==> src/rtl/patgen_pkg.sv <==
package patgen_pkg;
  localparam int COL_W = 16;
  localparam int OUT_W = 12;
  localparam int NCOMP = 6;

  typedef enum logic [1:0] {
    PM_VBARS = 2'd0,
    PM_HBARS = 2'd1,
    PM_RAMP1 = 2'd2,
    PM_RAMP2 = 2'd3
  } pat_mode_e;

  localparam logic [COL_W-1:0] DUAL_BASE = 16'd24576;

  // depth code to bits per component; unknown codes fall back to 8
  function automatic logic [4:0] depth_of(input logic [2:0] code);
    case (code)
      3'd0:    return 5'd6;
      3'd1:    return 5'd8;
      3'd2:    return 5'd10;
      3'd3:    return 5'd12;
      default: return 5'd8;
    endcase
  endfunction

  // keep the top d bits of a left-aligned value, right-aligned
  function automatic logic [OUT_W-1:0] narrow(input logic [COL_W-1:0] v,
                                              input logic [4:0] d);
    logic [COL_W-1:0] s;
    s = v >> (5'd16 - d);
    return s[OUT_W-1:0];
  endfunction

  function automatic logic sel_bit(input logic [COL_W-1:0] c,
                                   input logic [3:0] n);
    return c[n];
  endfunction

  // base + x * 2^inc, saturated to full scale
  function automatic logic [COL_W-1:0] ramp(input logic [COL_W-1:0] x,
                                            input logic [4:0] inc,
                                            input logic [COL_W-1:0] base);
    logic [32:0] acc;
    acc = {17'd0, base} + ({17'd0, x} << inc);
    if (acc > 33'h0FFFF) return 16'hFFFF;
    return acc[COL_W-1:0];
  endfunction
endpackage

==> src/rtl/patgen_colour_bank.sv <==
module patgen_colour_bank #(
  parameter int NC   = 6,
  parameter int CWID = 16
) (
  input  logic                     clk,
  input  logic                     rst_n,
  input  logic                     we,
  input  logic [NC-1:0]            mask,
  input  logic [CWID-1:0]          data,
  output logic [NC-1:0][CWID-1:0]  col
);
  localparam int HALF = NC / 2;

  logic armed;
  always_ff @(posedge clk) begin
    if (!rst_n) armed <= 1'b0;
    else        armed <= 1'b1;
  end

  for (genvar i = 0; i < NC; i++) begin : g_comp
    localparam logic [CWID-1:0] RST_VAL = (i < HALF) ? '1 : '0;
    logic hit;
    assign hit = we & mask[i];

    always_ff @(posedge clk) begin
      if (!rst_n)   col[i] <= RST_VAL;
      else if (hit) col[i] <= data;
    end

    // a selected component takes the written data
    assert_load_R2: assert property (@(posedge clk) disable iff (!rst_n)
      (armed && $past(we && mask[i])) |-> col[i] == $past(data));
    // an unselected component keeps its value
    assert_hold_R3: assert property (@(posedge clk) disable iff (!rst_n)
      (armed && !$past(we && mask[i])) |-> $stable(col[i]));
  end
endmodule

==> src/rtl/patgen_pixel.sv <==
module patgen_pixel
  import patgen_pkg::*;
(
  input  logic [1:0]                   mode,
  input  logic [2:0]                   depth_code,
  input  logic [3:0]                   hres,
  input  logic [3:0]                   vres,
  input  logic [COL_W-1:0]             x,
  input  logic [COL_W-1:0]             y,
  input  logic [NCOMP-1:0][COL_W-1:0]  col,
  output logic [OUT_W-1:0]             r,
  output logic [OUT_W-1:0]             g,
  output logic [OUT_W-1:0]             b,
  output logic                         use_c1,
  output logic [COL_W-1:0]             ramp_v
);
  logic [4:0] d, inc0, inc1;
  logic       vbar_hi, hbar_hi;
  logic [COL_W-1:0] ramp_single, ramp_lo, ramp_hi;

  assign d           = depth_of(depth_code);
  assign inc0        = 5'd16 - d;
  assign inc1        = inc0 + 5'd2;
  assign vbar_hi     = sel_bit(x, hres);
  assign hbar_hi     = sel_bit(y, vres);
  assign ramp_single = ramp(x, inc0, '0);
  assign ramp_lo     = ramp(x, inc0, DUAL_BASE);
  assign ramp_hi     = ramp(x, inc1, '0);

  always_comb begin
    use_c1 = 1'b0;
    ramp_v = '0;
    r = '0;
    g = '0;
    b = '0;
    case (pat_mode_e'(mode))
      PM_VBARS, PM_HBARS: begin
        use_c1 = (pat_mode_e'(mode) == PM_VBARS) ? vbar_hi : hbar_hi;
        r = narrow(use_c1 ? col[3] : col[0], d);
        g = narrow(use_c1 ? col[4] : col[1], d);
        b = narrow(use_c1 ? col[5] : col[2], d);
      end
      PM_RAMP1: begin
        ramp_v = ramp_single;
        r = narrow(ramp_v, d);
        g = r;
        b = r;
      end
      default: begin
        ramp_v = hbar_hi ? ramp_hi : ramp_lo;
        r = narrow(ramp_v, d);
        g = r;
        b = r;
      end
    endcase
  end
endmodule

==> src/rtl/patgen_core.sv <==
module patgen_core
  import patgen_pkg::*;
#(
  parameter int CW = 12
) (
  input  logic             clk,
  input  logic             rst_n,
  input  logic             pat_en,
  input  logic [1:0]       pat_mode,
  input  logic [2:0]       pat_depth,
  input  logic [3:0]       hres_sel,
  input  logic [3:0]       vres_sel,
  input  logic             cw_we,
  input  logic [5:0]       cw_mask,
  input  logic [15:0]      cw_data,
  input  logic [CW-1:0]    pix_x,
  input  logic [CW-1:0]    pix_y,
  input  logic [11:0]      vid_r,
  input  logic [11:0]      vid_g,
  input  logic [11:0]      vid_b,
  output logic [11:0]      out_r,
  output logic [11:0]      out_g,
  output logic [11:0]      out_b
);
  logic [NCOMP-1:0][COL_W-1:0] col;
  logic [OUT_W-1:0] pr, pg, pb;
  logic             use_c1;
  logic [COL_W-1:0] ramp_v;
  logic [4:0]       dbits;
  logic             armed;

  patgen_colour_bank #(.NC(NCOMP), .CWID(COL_W)) u_bank (
    .clk(clk), .rst_n(rst_n), .we(cw_we), .mask(cw_mask),
    .data(cw_data), .col(col)
  );

  patgen_pixel u_pix (
    .mode(pat_mode), .depth_code(pat_depth), .hres(hres_sel), .vres(vres_sel),
    .x(COL_W'(pix_x)), .y(COL_W'(pix_y)), .col(col),
    .r(pr), .g(pg), .b(pb), .use_c1(use_c1), .ramp_v(ramp_v)
  );

  assign dbits = depth_of(pat_depth);

  always_ff @(posedge clk) begin
    if (!rst_n) begin
      out_r <= '0;
      out_g <= '0;
      out_b <= '0;
    end else if (pat_en) begin
      out_r <= pr;
      out_g <= pg;
      out_b <= pb;
    end else begin
      out_r <= vid_r;
      out_g <= vid_g;
      out_b <= vid_b;
    end
  end

  always_ff @(posedge clk) begin
    if (!rst_n) armed <= 1'b0;
    else        armed <= 1'b1;
  end

  // pass-through delivers last cycle's video
  assert_bypass_R10: assert property (@(posedge clk) disable iff (!rst_n)
    (armed && !$past(pat_en)) |->
      (out_r == $past(vid_r) && out_g == $past(vid_g) && out_b == $past(vid_b)));
  // no output bit at or above the selected depth
  assert_depth_R5: assert property (@(posedge clk) disable iff (!rst_n)
    (armed && $past(pat_en)) |->
      ((out_r >> $past(dbits)) == 0 && (out_g >> $past(dbits)) == 0 &&
       (out_b >> $past(dbits)) == 0));
  // ramps are grey
  assert_ramp_grey_R8: assert property (@(posedge clk) disable iff (!rst_n)
    (armed && $past(pat_en && pat_mode[1])) |-> (out_r == out_g && out_g == out_b));
  // bars never report a ramp value
  assert_bar_no_ramp_R6: assert property (@(posedge clk) disable iff (!rst_n)
    !pat_mode[1] |-> ramp_v == '0);
endmodule

==> config.mk <==
export PLATFORM = sky130hd
export DESIGN_NAME = patgen_core
export DESIGN_NICKNAME = d
export VERILOG_FILES = /design/src/rtl/patgen_pkg.sv /design/src/rtl/patgen_colour_bank.sv /design/src/rtl/patgen_pixel.sv /design/src/rtl/patgen_core.sv
export SDC_FILE = /design/constraint.sdc
export NUM_CORES = 1
export LEC_CHECK = 0
export ABC_CLOCK_PERIOD_IN_PS = 10000
export BUFFER_PORTS_ARGS = -buffer_cell sky130_fd_sc_hd__buf_2
export CORE_ASPECT_RATIO = 1.2
export CORE_MARGIN = 4
export CORE_UTILIZATION = 45
export DETAILED_ROUTE_END_ITERATION = 16
export PLACE_DENSITY = 0.74
export SLEW_MARGIN = 40
export SYNTH_ARGS = -nofsm -noshare
export SYNTH_HDL_FRONTEND = slang
export SYNTH_HIERARCHICAL = 1
export SYNTH_SLANG_ARGS = --single-unit
==> constraint.sdc <==
create_clock -name clk -period 10 [get_ports clk]
set_input_delay 1 -clock clk [delete_from_list [all_inputs] [get_ports clk]]
set_output_delay 1 -clock clk [all_outputs]
set_load 0.05 [all_outputs]
# Yosys cells after proc, flatten, opt, wreduce, memory -nomap -nowiden
# Cells that the tools add are included.
op_classes:
  reduce_logical: 3
  div_mod_pow: 0
  mul: 0
  n_lt_le_gt_ge: 5
  muxes: 25
  bitwise_logic: 6
  n_shift: 7
  eq_ne: 4
  n_addsub: 3
ops:
  columns: ["cell", "n"]
  rows:
  - ["$mux 16", 10]
  - ["$gt 33x16->1 const B", 3]
  - ["$shr 16x5->12", 5]
  - ["$pmux 12 s2", 3]
  - ["$shl 12x5->33", 2]
  - ["$mux 12", 3]
  - ["$add 15x33->33 const A", 1]
  - ["$pmux 4 s3", 1]
  - ["$lt 4x5->1 const B", 2]
  - ["$bmux 1 s4", 2]
  - ["$and 1x1->1", 6]
  - ["$eq 3x2->1 const B", 2]
  - ["$mux 1", 6]
  - ["$add 5x2->5 const B", 1]
  - ["$sub 5x4->5 const A", 1]
  - ["$logic_not 3->1", 1]
  - ["$eq 2x1->1 const B", 1]
  - ["$eq 2x2->1 const B", 1]
  - ["$logic_not 2->1", 1]
  - ["$reduce_or 2->1", 1]
totals:
  latch_bits: 0
  output_inout_bits: 36
  word_cells: 62
  register_bits: 132
  n_memories: 0
  romBits: 0
  mem_bits_rw: 0
  input_bits: 99

# Longest topological paths before layout
depth:
  ltp_word: 12
  mapped_depth: 22
  mapped_depth_nobuf: 18

# Cells and area by module
# The synthesis kept the hierarchy.
modules_own_cells:
  columns: ["mod", "instances", "cells_per_inst", "area_per_inst_um2", "seq_area_each_um2"]
  rows:
  - ["patgen_pixel", 1, 620, 4061.4, 0.0]
  - ["patgen_colour_bank", 1, 374, 3778.6, 1921.8]
  - ["patgen_core", 1, 116, 1392.6, 720.7]

# Worst setup path before layout
# OpenSTA, ideal clock, no wires.
synth_path:
  path_type: "input -> register"
  startpoint: "input port pat_depth[0]"
  endpoint: "register out_r[5]"
  t_required_ns: 9.884
  arrival_ns: 5.594
  setup_time_ns: 0.116
  slack_ns: 4.290
  path_stages: 22
  n_path_buf: 8
  cell_sequence: "or2_1 inv_2 buf_2 buf_1 clkbuf_1 clkbuf_1 clkbuf_1 buf_1 ha_1 clkbuf_1 or3b_2 o32ai_1 a31oi_1 and4bb_2 clkbuf_1 nand2_1 o41ai_4 mux2i_1 a211oi_2 o21ai_1 mux2i_1 nor2b_1"
synth_between:
  elab_chain_len: 12
  elab_cells_between_ends: 24
  cone_classes: "add/sub (3); order compare (3); eq/ne (2); shift (5); mux (10); reduce/logical (1)"
synth_lines:
  columns: ["element", "line_no", "source"]
  rows:
  - ["from (decl)", "patgen_core.sv:10", "input logic [2:0] pat_depth,"]
  - ["$eq 3x2->1 or $logic_not 3->1 (tied branches)", "patgen_pkg.sv:17", "case (code)"]
  - ["$pmux 4 s3 (*)", "patgen_pkg.sv:17", null]
  - ["$sub 5x4->5 (*)", "patgen_pkg.sv:30, patgen_pixel.sv:22", null]
  - ["$shl 12x5->33 or $add 5x2->5 (tied branches)", "patgen_pkg.sv:44, patgen_pixel.sv:23", null]
  - ["$add 15x33->33 or $shl 12x5->33 (tied branches)", "patgen_pkg.sv:44", "acc = {17'd0, base} + ({17'd0, x} << inc);"]
  - ["$gt 33x16->1", "patgen_pkg.sv:45", "if (acc > 33'h0FFFF) return 16'hFFFF;"]
  - ["$mux 1", "patgen_pkg.sv:45", null]
  - ["$mux 16", "patgen_pkg.sv:46", "return acc[COL_W-1:0];"]
  - ["$mux 16", "patgen_pixel.sv:50", "ramp_v = hbar_hi ? ramp_hi : ramp_lo;"]
  - ["$shr 16x5->12", "patgen_pkg.sv:30", "s = v >> (5'd16 - d);"]
  - ["$pmux 12 s2 (*)", "patgen_pixel.sv:36", "case (pat_mode_e'(mode))"]
  - ["via pr[5]", "patgen_core.sv:26", "logic [OUT_W-1:0] pr, pg, pb;"]
  - ["$mux 12 (*)", "patgen_core.sv:50", "end else if (pat_en) begin"]
  - ["to (signal assigned)", "patgen_core.sv:51", "out_r <= pr;"]
  - ["to (signal assigned)", "patgen_core.sv:55", "out_r <= vid_r;"]
  - ["to (decl)", "patgen_core.sv:21", "output logic [11:0] out_r,"]
# The timed path passes the listed nets; every way through them passes the cells marked *.
# A chain may end at the register's enable or synchronous reset.

# Final worst setup path
layout_path:
  startpoint: "input port pat_depth[0]"
  endpoint: "register out_b[1]"
layout_between:
  elab_chain_len: 12
  elab_cells_between_ends: 24
  cone_classes: "add/sub (3); order compare (3); eq/ne (2); shift (5); mux (10); reduce/logical (1)"
layout_lines:
  columns: ["element", "line_no", "source"]
  rows:
  - ["$eq 3x2->1 or $logic_not 3->1 (tied branches)", "patgen_pkg.sv:17", null]
  - ["$pmux 4 s3 (*)", "patgen_pkg.sv:17", null]
  - ["$sub 5x4->5 (*)", "patgen_pkg.sv:30, patgen_pixel.sv:22", null]
  - ["$shl 12x5->33 or $add 5x2->5 (tied branches)", "patgen_pkg.sv:44, patgen_pixel.sv:23", null]
  - ["$add 15x33->33 or $shl 12x5->33 (tied branches)", "patgen_pkg.sv:44", null]
  - ["$gt 33x16->1", "patgen_pkg.sv:45", null]
  - ["$mux 1", "patgen_pkg.sv:45", null]
  - ["$mux 16", "patgen_pkg.sv:46", null]
  - ["$mux 16", "patgen_pixel.sv:50", null]
  - ["$shr 16x5->12", "patgen_pkg.sv:30", null]
  - ["$pmux 12 s2 (*)", "patgen_pixel.sv:36", null]
  - ["via pb[1]", "patgen_core.sv:26", null]
  - ["$mux 12 (*)", "patgen_core.sv:50", null]
  - ["to (signal assigned)", "patgen_core.sv:53", "out_b <= pb;"]
  - ["to (signal assigned)", "patgen_core.sv:57", "out_b <= vid_b;"]
  - ["to (decl)", "patgen_core.sv:23", "output logic [11:0] out_b"]
# Marked as above.

==> results.toml <==
[outcome]
outcome = "completed"

[final_layout]
area_delta_synth_final_pct = 9.400
nets = 1155
multi_input_area_um2 = 5315
final_area_um2 = 8926
final_core_util_pct = 50.60
layout-drive-gt1-share_pct = 21.08
seq_area_um2 = 2162
layout.cells.non_filler = 1279
fillCellCount = 1703

[grt]
antenna_found_initial = 2
grt_pass1_vias = 7545
track_usage_pct = 23.24
grt_pass1_wl_mm = 38.48
overflow = 0
grt_max_degree = 75

[placed_design]
dp_cells = 1262
pre_cts_ws_ps = 3951
dpl_cell_area_um2 = 8623
port_buffers = 130
dpl.hpwl_mm = 17.12
place_congestion = 0.9392

[timing]
hold_violations = 0
rsz0062_at_grt = "no"
finalSetupViolations = 0
layout_setup_ws_ps = 4115
worst_pin_slew_ps = 827.6
clock_skew_ps = 12.49
maxSlewViolCount = 0
relSlewSlack_pct = 44.83
min_period_over_period_pct = 58.85
fmax_mhz = 169.9
period_needed_ps = 5885
finalHoldWorstSlack_ps = 460.4
setup_tns_ps = 0

[route]
remaining_drc_errors = 0
dr.pass1.iters = 7
wl_met2_mm = 11.85
via_count = 7935
routed_via_density = 6.204
ant_nets = 0
highest_layer = "met5"
dr_wl_met3_mm = 2.208
wl_per_cell_um = 19.29
wl_mm = 24.67
met1_length_mm = 9.743
drt-initial-drc-count = 922

[power]
powerDensity_nw_per_um2 = 140.1
ir_worst_vdd_v = 0.00009778
power_leakage_nw = 4.189
total_power_mw = 1.250

[clocking]
cts_resized = 0
clock_path_buffers = 2
cts-root-buf = "clkbuf_16"
htreeDepth = 3
insertion_delay_ps = 350
clkSlewWorstSetupHoldPaths_ps = 70
cts_tree = "built"
cts_buffers = 9
cts_hold_buf = 0
postCtsSetupRepairBufs = 0
clock-sinks = 108

[floorplan]
die_w_um = 130.9
dieArea_um2 = 20360
start_util_pct = 46.25
core_area_um2 = 17640
rows = 53
die_y_um = 155.5
io_pins = 135

[synth]
yosysWarnings = 6
synth_cells = 991
syn_area_um2 = 8159
avgSynthCellArea_um2 = 8.233

[setup_path]
crit_path_start_kind = "input port"
worstPathRequired_ps = 10240
critPathMaxFanout = 56
cp.arrival_ps = 6120
path_class = "input port to register"
end_kind = "register"

[hold_path]
hold_path_class = "register to register"

[run]
maxCapViolations = 0
## flip-flops by register name (all words and copies together), names as in the netlist
name and flops:
out_g 12, out_r 12, out_b 12, u_bank/col 72
## per-layer routing
metal,vias up,global-route usage (%)
met4,2,9.799
met5,-,0
met1,3744,28.87
met3,77,4.464
li1,3707,-
met2,405,39.07
## placed cells by master, fill, tap and decap left out, types with 17 or more instances in the layout
master,n
a21oi_1,37
and3_1,17
buf_2,129
dfxtp_1,108
inv_1,37
mux2i_1,129
nand2_1,148
nand3_1,47
nor2_1,42
nor2b_1,36
o211ai_1,26
o211ai_2,17
o21ai_0,42
## report_power, final
group | internal [mW] | switching [mW]
clock | 0.198 | 0.164
sequential | 0.459 | 0.0117
combinational | 0.143 | 0.274
## final timing paths
check                 startpoint              to  slack, ps  cells after the start
setup / recovery    pat_depth[0]        out_b[1]       4110                     19
hold / removal    u_bank/col[74]  u_bank/col[74]        460                      2
setup reg to reg  u_bank/col[44]        out_b[2]       8130                      7
hold reg to reg   u_bank/col[74]  u_bank/col[74]        460                      2
## area by class of cell
class	instances	share of cell area, %
Sequential cell	108	24.22
Timing Repair Buffer	140	8.158
Clock inverter	5	0.7569
Antenna cell	1	0.02803
Multi-Input combinational cell	756	59.55
Inverter	38	1.598
Clock buffer	11	2.607
Tap cell	220	3.084
## worst max-delay path, stage by stage
cell,delay [ps]
buf_2,480
or2_2,230
buf_4,540
nor2_1,60
or3_1,320
o21ai_0,150
inv_1,140
ha_1,240
a311oi_1,360
and4bb_1,320
o21ai_1,80
or4b_4,660
nand2b_1,200
o31ai_1,430
o22ai_1,160
nor2_1,320
nand2_1,160
mux2i_1,160
nor2b_1,70
Power figures use the tool's default switching activity.
